==> src/rtl/sysmat_pkg.sv <==
`timescale 1ns/1ps
package sysmat_pkg;

  // Controller phases shared by the controller, top and checker.
  typedef enum logic [1:0] {
    ST_IDLE  = 2'd0,
    ST_LOAD  = 2'd1,
    ST_RUN   = 2'd2,
    ST_DRAIN = 2'd3
  } sm_state_e;

endpackage

==> src/rtl/sysmat_booth_mul.sv <==
`timescale 1ns/1ps
// Signed W x W multiplier: radix-4 Booth digits, partial products merged
// in carry-save form, one carry-propagate add at the end.
module sysmat_booth_mul #(
  parameter int W = 8
) (
  input  logic [W-1:0]   a,
  input  logic [W-1:0]   b,
  output logic [2*W-1:0] p
);
  localparam int PW  = 2 * W;
  localparam int NPP = W / 2;

  logic [W:0]    b_ext;
  logic [PW-1:0] a_ext;
  logic [PW-1:0] pp [NPP];

  assign b_ext = {b, 1'b0};
  assign a_ext = {{W{a[W-1]}}, a};

  // One partial product per Booth digit
  for (genvar i = 0; i < NPP; i++) begin : g_pp
    logic [2:0]    dig;
    logic [PW-1:0] mag;
    assign dig = b_ext[2*i+2 -: 3];
    always_comb begin
      case (dig)
        3'b001, 3'b010: mag = a_ext;
        3'b011:         mag = a_ext << 1;
        3'b100:         mag = -(a_ext << 1);
        3'b101, 3'b110: mag = -a_ext;
        default:        mag = '0;
      endcase
    end
    assign pp[i] = mag << (2 * i);
  end

  // Carry-save merge of the partial products
  always_comb begin : b_csa
    logic [PW-1:0] acc_s;
    logic [PW-1:0] acc_c;
    logic [PW-1:0] t_s;
    logic [PW-1:0] t_c;
    acc_s = pp[0];
    acc_c = '0;
    for (int i = 1; i < NPP; i++) begin
      t_s   = acc_s ^ acc_c ^ pp[i];
      t_c   = ((acc_s & acc_c) | (acc_s & pp[i]) | (acc_c & pp[i])) << 1;
      acc_s = t_s;
      acc_c = t_c;
    end
    p = acc_s + acc_c;
  end

endmodule

==> src/rtl/sysmat_pe.sv <==
`timescale 1ns/1ps
// One grid cell: resident weight, Booth product, add to incoming sum,
// clamp to DW signed bits.
module sysmat_pe #(
  parameter int DW = 8
) (
  input  logic            clk,
  input  logic            rst_n,
  input  logic            en,
  input  logic            w_we,
  input  logic [DW-1:0]   w_din,
  input  logic [DW-1:0]   a_in,
  input  logic [DW-1:0]   s_in,
  output logic [DW-1:0]   s_out,
  output logic [2*DW-1:0] p_out,
  output logic [DW-1:0]   w_out
);
  localparam int PW     = 2 * DW;
  localparam int IW     = PW + 1;
  localparam int SMAX_I = (1 << (DW - 1)) - 1;
  localparam logic signed [IW-1:0] SMAX = IW'(SMAX_I);
  localparam logic signed [IW-1:0] SMIN = IW'(-SMAX_I - 1);

  logic [DW-1:0]        w_q, w_n;
  logic [DW-1:0]        s_q, s_n;
  logic [PW-1:0]        p_q, p_n;
  logic [PW-1:0]        prod;
  logic signed [IW-1:0] sum_wide;

  sysmat_booth_mul #(.W(DW)) u_mul (
    .a (a_in),
    .b (w_q),
    .p (prod)
  );

  assign sum_wide = $signed({{(IW-DW){s_in[DW-1]}}, s_in})
                  + $signed({prod[PW-1], prod});

  always_comb begin
    w_n = w_we ? w_din : w_q;
    p_n = en ? prod : p_q;
    s_n = s_q;
    if (en) begin
      if (sum_wide > SMAX)      s_n = SMAX[DW-1:0];
      else if (sum_wide < SMIN) s_n = SMIN[DW-1:0];
      else                      s_n = sum_wide[DW-1:0];
    end
  end

  always_ff @(posedge clk or negedge rst_n) begin
    if (!rst_n) begin
      w_q <= '0;
      s_q <= '0;
      p_q <= '0;
    end else begin
      w_q <= w_n;
      s_q <= s_n;
      p_q <= p_n;
    end
  end

  assign s_out = s_q;
  assign p_out = p_q;
  assign w_out = w_q;

endmodule

==> src/rtl/sysmat_ctrl.sv <==
`timescale 1ns/1ps
// Sequencer: weight-load counter, run acceptance, result tag pipeline, done.
module sysmat_ctrl
  import sysmat_pkg::*;
#(
  parameter int CELLS = 4,
  parameter int NVEC  = 2,
  parameter int LAT   = 4,
  parameter int VW    = 1
) (
  input  logic                    clk,
  input  logic                    rst_n,
  input  logic                    wt_begin,
  input  logic                    wt_valid,
  input  logic                    start,
  input  logic                    act_valid,
  output logic [CELLS-1:0]        wt_we,
  output logic                    accept,
  output logic [LAT-1:0]          tag_vld,
  output logic [LAT-1:0][VW-1:0]  tag_idx,
  output logic                    busy,
  output logic                    done,
  output sm_state_e               st
);
  localparam int LW = (CELLS > 1) ? $clog2(CELLS) : 1;

  sm_state_e             st_q, st_n;
  logic [LW-1:0]         ld_q, ld_n;
  logic [VW-1:0]         vc_q, vc_n;
  logic                  loaded_q, loaded_n;
  logic                  done_q, done_n;
  logic [LAT-1:0]        tv_q, tv_n;
  logic [LAT-1:0][VW-1:0] ti_q, ti_n;
  logic                  last_out;
  logic                  tag_en;

  assign last_out = tv_q[LAT-1] && (ti_q[LAT-1] == VW'(NVEC - 1));

  always_comb begin
    st_n     = st_q;
    ld_n     = ld_q;
    vc_n     = vc_q;
    loaded_n = loaded_q;
    accept   = 1'b0;
    wt_we    = '0;
    done_n   = last_out;
    case (st_q)
      ST_IDLE: begin
        if (wt_begin) begin
          st_n     = ST_LOAD;
          ld_n     = '0;
          loaded_n = 1'b0;
        end else if (start && loaded_q) begin
          st_n = ST_RUN;
          vc_n = '0;
        end
      end
      ST_LOAD: begin
        if (wt_valid) begin
          wt_we[ld_q] = 1'b1;
          if (ld_q == LW'(CELLS - 1)) begin
            st_n     = ST_IDLE;
            loaded_n = 1'b1;
          end else begin
            ld_n = ld_q + 1'b1;
          end
        end
      end
      ST_RUN: begin
        if (act_valid) begin
          accept = 1'b1;
          if (vc_q == VW'(NVEC - 1)) st_n = ST_DRAIN;
          else                       vc_n = vc_q + 1'b1;
        end
      end
      ST_DRAIN: begin
        if (last_out) st_n = ST_IDLE;
      end
      default: st_n = ST_IDLE;
    endcase
  end

  // Tag pipeline follows each accepted beat down the array
  assign tag_en = accept | (|tv_q);

  always_comb begin
    tv_n = tv_q;
    ti_n = ti_q;
    if (tag_en) begin
      tv_n    = {tv_q[LAT-2:0], accept};
      ti_n[0] = vc_q;
      for (int k = 1; k < LAT; k++) ti_n[k] = ti_q[k-1];
    end
  end

  always_ff @(posedge clk or negedge rst_n) begin
    if (!rst_n) begin
      st_q     <= ST_IDLE;
      ld_q     <= '0;
      vc_q     <= '0;
      loaded_q <= 1'b0;
      done_q   <= 1'b0;
      tv_q     <= '0;
      ti_q     <= '0;
    end else begin
      st_q     <= st_n;
      ld_q     <= ld_n;
      vc_q     <= vc_n;
      loaded_q <= loaded_n;
      done_q   <= done_n;
      tv_q     <= tv_n;
      ti_q     <= ti_n;
    end
  end

  assign tag_vld = tv_q;
  assign tag_idx = ti_q;
  assign busy    = (st_q != ST_IDLE);
  assign done    = done_q;
  assign st      = st_q;

endmodule

==> src/rtl/sysmat_engine.sv <==
`timescale 1ns/1ps
module sysmat_engine
  import sysmat_pkg::*;
#(
  parameter int DW   = 8,
  parameter int ROWS = 2,
  parameter int COLS = 2,
  parameter int NVEC = 2
) (
  input  logic                       clk,
  input  logic                       rst_n,
  input  logic                       wt_begin,
  input  logic                       wt_valid,
  input  logic [DW-1:0]              wt_data,
  input  logic                       start,
  input  logic                       act_valid,
  input  logic [ROWS*DW-1:0]         act_data,
  output logic                       busy,
  output logic                       done,
  input  logic [((NVEC > 1) ? $clog2(NVEC) : 1)-1:0] rd_row,
  input  logic [((COLS > 1) ? $clog2(COLS) : 1)-1:0] rd_col,
  output logic [DW-1:0]              rd_data,
  output logic [ROWS*COLS*4*DW-1:0]  dbg_bus
);
  localparam int CELLS = ROWS * COLS;
  localparam int LAT   = ROWS + COLS;
  localparam int VW    = (NVEC > 1) ? $clog2(NVEC) : 1;
  localparam int PW    = 2 * DW;
  localparam int DBW   = 4 * DW;

  // Reset: asynchronous assert, synchronous release
  logic [1:0] rsync_q;
  logic       rst_core_n;

  always_ff @(posedge clk or negedge rst_n) begin
    if (!rst_n) rsync_q <= 2'b00;
    else        rsync_q <= {rsync_q[0], 1'b1};
  end
  assign rst_core_n = rsync_q[1];

  // Sequencer
  logic [CELLS-1:0]       wt_we;
  logic                   accept;
  logic [LAT-1:0]         tag_vld;
  logic [LAT-1:0][VW-1:0] tag_idx;
  sm_state_e              st;
  logic                   adv;

  sysmat_ctrl #(
    .CELLS (CELLS),
    .NVEC  (NVEC),
    .LAT   (LAT),
    .VW    (VW)
  ) u_ctrl (
    .clk       (clk),
    .rst_n     (rst_core_n),
    .wt_begin  (wt_begin),
    .wt_valid  (wt_valid),
    .start     (start),
    .act_valid (act_valid),
    .wt_we     (wt_we),
    .accept    (accept),
    .tag_vld   (tag_vld),
    .tag_idx   (tag_idx),
    .busy      (busy),
    .done      (done),
    .st        (st)
  );

  // Array clock enable: advance while a beat enters or any is in flight
  assign adv = accept | (|tag_vld);

  // Input register, one lane per grid row
  logic [DW-1:0] act_q [ROWS];
  logic [DW-1:0] act_n [ROWS];

  always_comb begin
    for (int k = 0; k < ROWS; k++)
      act_n[k] = accept ? act_data[k*DW +: DW] : act_q[k];
  end

  always_ff @(posedge clk or negedge rst_n) begin
    if (!rst_n) begin
      for (int k = 0; k < ROWS; k++) act_q[k] <= '0;
    end else if (!rst_core_n) begin
      for (int k = 0; k < ROWS; k++) act_q[k] <= '0;
    end else begin
      for (int k = 0; k < ROWS; k++) act_q[k] <= act_n[k];
    end
  end

  // Row skew: grid row r sees its lane r cycles later
  logic [DW-1:0] row_in [ROWS];

  for (genvar r = 0; r < ROWS; r++) begin : g_skew
    if (r == 0) begin : g_direct
      assign row_in[r] = act_q[r];
    end else begin : g_delay
      logic [DW-1:0] dly_q [r];
      always_ff @(posedge clk or negedge rst_core_n) begin
        if (!rst_core_n) begin
          for (int k = 0; k < r; k++) dly_q[k] <= '0;
        end else if (adv) begin
          dly_q[0] <= act_q[r];
          for (int k = 1; k < r; k++) dly_q[k] <= dly_q[k-1];
        end
      end
      assign row_in[r] = dly_q[r-1];
    end
  end

  // Grid interconnect
  logic [DW-1:0] a_link [ROWS][COLS];
  logic [DW-1:0] a_reg  [ROWS][COLS];
  logic [DW-1:0] s_link [ROWS+1][COLS];

  for (genvar r = 0; r < ROWS; r++) begin : g_arow
    for (genvar c = 0; c < COLS; c++) begin : g_acol
      if (c == 0) begin : g_edge
        assign a_link[r][c] = row_in[r];
      end else begin : g_pass
        assign a_link[r][c] = a_reg[r][c-1];
      end
      always_ff @(posedge clk or negedge rst_core_n) begin
        if (!rst_core_n) a_reg[r][c] <= '0;
        else if (adv)    a_reg[r][c] <= a_link[r][c];
      end
    end
  end

  for (genvar c = 0; c < COLS; c++) begin : g_top
    assign s_link[0][c] = '0;
  end

  for (genvar r = 0; r < ROWS; r++) begin : g_row
    for (genvar c = 0; c < COLS; c++) begin : g_col
      localparam int IDX = r * COLS + c;
      logic [PW-1:0] p_w;
      logic [DW-1:0] w_w;

      sysmat_pe #(.DW(DW)) u_pe (
        .clk   (clk),
        .rst_n (rst_core_n),
        .en    (adv),
        .w_we  (wt_we[IDX]),
        .w_din (wt_data),
        .a_in  (a_link[r][c]),
        .s_in  (s_link[r][c]),
        .s_out (s_link[r+1][c]),
        .p_out (p_w),
        .w_out (w_w)
      );

      assign dbg_bus[IDX*DBW +: DBW] = {s_link[r+1][c], p_w, w_w};
    end
  end

  // Result store: column c's bottom is valid when its tag reaches ROWS+c
  logic [DW-1:0] res_q [NVEC][COLS];
  logic [DW-1:0] res_n [NVEC][COLS];

  always_comb begin
    res_n = res_q;
    for (int c = 0; c < COLS; c++) begin
      if (tag_vld[ROWS+c]) begin
        for (int v = 0; v < NVEC; v++) begin
          if (tag_idx[ROWS+c] == VW'(v)) res_n[v][c] = s_link[ROWS][c];
        end
      end
    end
  end

  always_ff @(posedge clk or negedge rst_core_n) begin
    if (!rst_core_n) begin
      for (int v = 0; v < NVEC; v++)
        for (int c = 0; c < COLS; c++) res_q[v][c] <= '0;
    end else begin
      res_q <= res_n;
    end
  end

  assign rd_data = res_q[rd_row][rd_col];

endmodule

==> config.mk <==
export PLATFORM = sky130hd
export DESIGN_NAME = sysmat_engine
export DESIGN_NICKNAME = d
export VERILOG_FILES = /design/src/rtl/sysmat_pkg.sv /design/src/rtl/sysmat_booth_mul.sv /design/src/rtl/sysmat_pe.sv /design/src/rtl/sysmat_ctrl.sv /design/src/rtl/sysmat_engine.sv
export SDC_FILE = /design/constraint.sdc
export NUM_CORES = 1
export LEC_CHECK = 0
export BUFFER_PORTS_ARGS = -buffer_cell sky130_fd_sc_hd__buf_2
export CAP_MARGIN = 20
export CELL_PAD_IN_SITES_DETAIL_PLACEMENT = 0
export CELL_PAD_IN_SITES_GLOBAL_PLACEMENT = 1
export CORE_MARGIN = 2
export CORE_UTILIZATION = 45
export CTS_CLUSTER_SIZE = 25
export DETAILED_ROUTE_END_ITERATION = 10
export PLACE_DENSITY_LB_ADDON = 0.05
export RECOVER_POWER = 100
export REMOVE_ABC_BUFFERS = 1
export SETUP_SLACK_MARGIN = 0.4
export SLEW_MARGIN = 20
export SYNTH_ARGS = -nofsm -noshare
export SYNTH_HDL_FRONTEND = slang
export SYNTH_HIERARCHICAL = 1
export SYNTH_SLANG_ARGS = --single-unit
==> constraint.sdc <==
create_clock -name clk -period 11.4 [get_ports clk]
set_input_delay 0.57 -clock clk [delete_from_list [all_inputs] [get_ports clk]]
set_output_delay 0.57 -clock clk [all_outputs]
set_load 0.05 [all_outputs]
==> reports/qor.yml <==
hold_start: "act_data[14]"
cts.path.max_buffers: 3
syn_avg_cell_area_sq_um: 8.658
yosysSeqAreaShare_pct: 22.23
wl_met2_um: 31940
setup_tns_ps: 0
r2r_slack_ps: 2430
synthXorXnorAreaFrac_pct: 6.239
final_layout_size_suffix_gt1_share_pct: 12.06
postCtsSetupBuffers: 0
fmaxAchievable_mhz: 111.5
clk_pin_slew_ps: 60
synth_async_sr_flop_share_pct: 100.0
syn_area_sq_um: 24420
die_h_um: 237.0
post-route-period-util_pct: 78.68
violations: "max-capacitance violations, max-slew violations"
grt_max_degree: 82
grt_pass1_wl_um: 114000
overflow: 0
min_path_type: "primary input to register"
syn_to_final_growth_pct: 7.648
rsz0062_at_grt: "no"
clockRootBuffer: "clkbuf_16"
holdBufCountCts: 1
path_cells: "nor2_1, or4_1, nor2_1, clkinvlp_2, clkbuf_1, inv_1, nor2_1, nor4b_1, nand4b_1, o32ai_1, a221oi_1"
place_congestion: 0.8965
crit_required_ps: 11850
synthTopCellsByArea: "dfrtp_1 (22%), ha_1 (9.2%), fa_1 (7.2%)"
path_class: "register to register"
synth_most_common_cell: "inv_1"
maxCapViolCount: 13
ant_nets: 0
drt-met1-wl_um: 34250
insertion_delay_ps: 580
critPathBufInv: 3
grt_pass1_vias: 20260
route.detailed.drc: 0
synth-compound-area-share_pct: 20.14
synth_edf_count: 0
synth_top_area_share_pct: 22.23
min_to: "act_q[6]"
crit_path_max_incr_delay_ps: 2820
start_kind: "register"
r2r-start: "u_ctrl/st[0]"
ys_types: 115
drt_iter0_drc: 1446
fin_crit_ps: 8969
synthMuxAreaShare_pct: 11.58
hold_viol: 0
skew_ps: 34.10
wl_per_cell_um: 19.71
dr.pass1.iters: 5
worstRegToRegCells: 11
initial_utilization_pct: 45.48
core_area_sq_um: 53710
die_x_um: 237.0
cp_slowest_cell: "clkinvlp_2"
vias_per_cell: 5.801
critPathMaxFanout: 60
yosysWarnings: 6
cts_tree: "yes"
relSlewSlack_pct: -184.8
synth_fa_ha_area_share_pct: 16.43
critPathCaptureType: "register"
hold_path_depth: 3
synth_area_leader_cell: "dfrtp_1"
io_buffer_count: 169
post-dp-hpwl_um: 54490
top_layer: "met5"
routed_wl_um: 71430
maxSlewViolCount: 603
synth_top_family_by_area: "compound AO/OA/AOI/OAI gates"
timing.rr.end: "g_row[1].g_col[1].u_pe/s_out[1]"
cts_made_buffers: 28
finalNetCount: 3207
dr_wl_met3_um: 3548
synthCells: 2821
ios: 170
synth_simple_gate_area_share_pct: 16.12
arrival_ps: 9420
grt_usage_pct: 25.13
crit_path_frequent_cell: "nor2_1"
status: "finished with violations"
ys_ff_latch: 217
cts-htree-levels: 1
cts_resized: 0
dieArea_sq_um: 56160
num_vias: 21020
setup_viol: 0
antenna_found_initial: 3
synth_ff_type: "dfrtp_1"
critPathTopFamily: "buffers and inverters"
cts.sinks: 217
rows: 85
worst_pin_slew_ps: 4272
synthTopCellsByCount: "inv_1 (262), nand2_1 (245), nor2_1 (221)"
-- worst max path at each step --
stage	from	end	slack (ps)	cells after the start
after global placement	g_skew[1].g_delay.dly_q[0]	g_row[1].g_col[0].u_pe/s_out[0]	3630	25
after detailed placement	g_skew[1].g_delay.dly_q[0]	g_row[1].g_col[0].u_pe/s_out[1]	3450	25
after global routing	u_ctrl/st[0]	g_row[1].g_col[1].u_pe/s_out[1]	1520	11
after floorplan	g_skew[1].g_delay.dly_q[0]	g_row[1].g_col[0].u_pe/s_out[0]	4280	25
final	u_ctrl/st[0]	g_row[1].g_col[1].u_pe/s_out[1]	2430	11
after CTS	g_skew[1].g_delay.dly_q[0]	g_row[1].g_col[0].u_pe/s_out[4]	3420	25
-- cells by family (layout without fill, tap and decap cells) --
group | after synthesis | after routing
flip-flops | 217 | 217
buffers and inverters | 435 | 508
AND/OR/NAND/NOR | 801 | 801
adder cells (fa/ha/maj) | 268 | 268
AO/OA/AOI/OAI | 710 | 710
other | 2 | 36
multiplexers | 229 | 229
XOR/XNOR | 159 | 159
-- metrics by stage --
| stage | utilization (%) | instance area (sq um) | std cells | setup slack [ps] | hold slack [ps] |
|---|---|---|---|---|---|
| finish | 48.96 | 26290 | 3624 | 2431 | 257.7 |
| global route | 48.96 | 26290 | 3624 | 1519 | 267.8 |
| CTS | 49.63 | 26660 | 3623 | 3423 | 233.3 |
| detailed placement | 47.80 | 25670 | 3572 | 3452 | 338.7 |
| global placement | 47.80 | 25670 | 3572 | 3625 | 337.3 |
| floorplan | - | 23780 | 2685 | 4276 | 274.4 |
-- worst min-delay path: cells and delay by family --
family	cells	cell delay (ps)
buffers and inverters	1	70
multiplexers	1	50
AND/OR/NAND/NOR	1	100
-- state kept, by name, summed over array words and instances (netlist names) --
signal	flops
u_ctrl/done	1
u_ctrl/vc_q	1
u_ctrl/tag_idx	4
act_q	8
u_ctrl/loaded_q	1
g_row.g_col.u_pe/p_out	64
rsync_q	2
u_ctrl/ld_q	2
g_skew.g_delay.dly_q	8
u_ctrl/st	2
a_link	24
g_row.g_col.u_pe/w_out	32
res_q	32
g_row.g_col.u_pe/s_out	32
u_ctrl/tag_vld	4
-- per-layer routing --
layer  up-vias  global-route usage, %
li1      10110                      -
met4         2                  6.425
met3        90                  2.763
met1     10230                  36.96
met2       591                  39.27
met5         -                      0
-- cell usage in the layout (no fill, tap or decap), types with 37 or more instances in the layout --
master | Yosys | routed
nor2_1 | 221 | 222
xnor2_1 | 108 | 108
mux2_2 | 145 | 158
nand2_1 | 245 | 245
fa_1 | 88 | 88
clkbuf_1 | 111 | 142
nor3_1 | 42 | 42
o21ai_0 | 153 | 156
nor2b_1 | 61 | 61
buf_2 | 21 | 37
xor2_1 | 40 | 40
mux2i_1 | 40 | 40
a31oi_1 | 39 | 39
a221oi_1 | 37 | 37
ha_1 | 180 | 180
inv_1 | 262 | 261
nand3_1 | 50 | 50
a21oi_1 | 150 | 150
nand2b_1 | 53 | 53
dfrtp_1 | 217 | 217
-- layout make-up --
class	count	area, sq um
inverter	266	999.7
timing repair buffer	192	818.3
fill	5247	27420
multi-input combinational	2202	17200
sequential	217	5430
tap	696	870.8
clock inverter	15	175.2
clock buffer	35	797.0
antenna	1	2.502
Power is not shown: default switching activity piles up to over one toggle a cycle in this logic, so the estimate is an artifact.
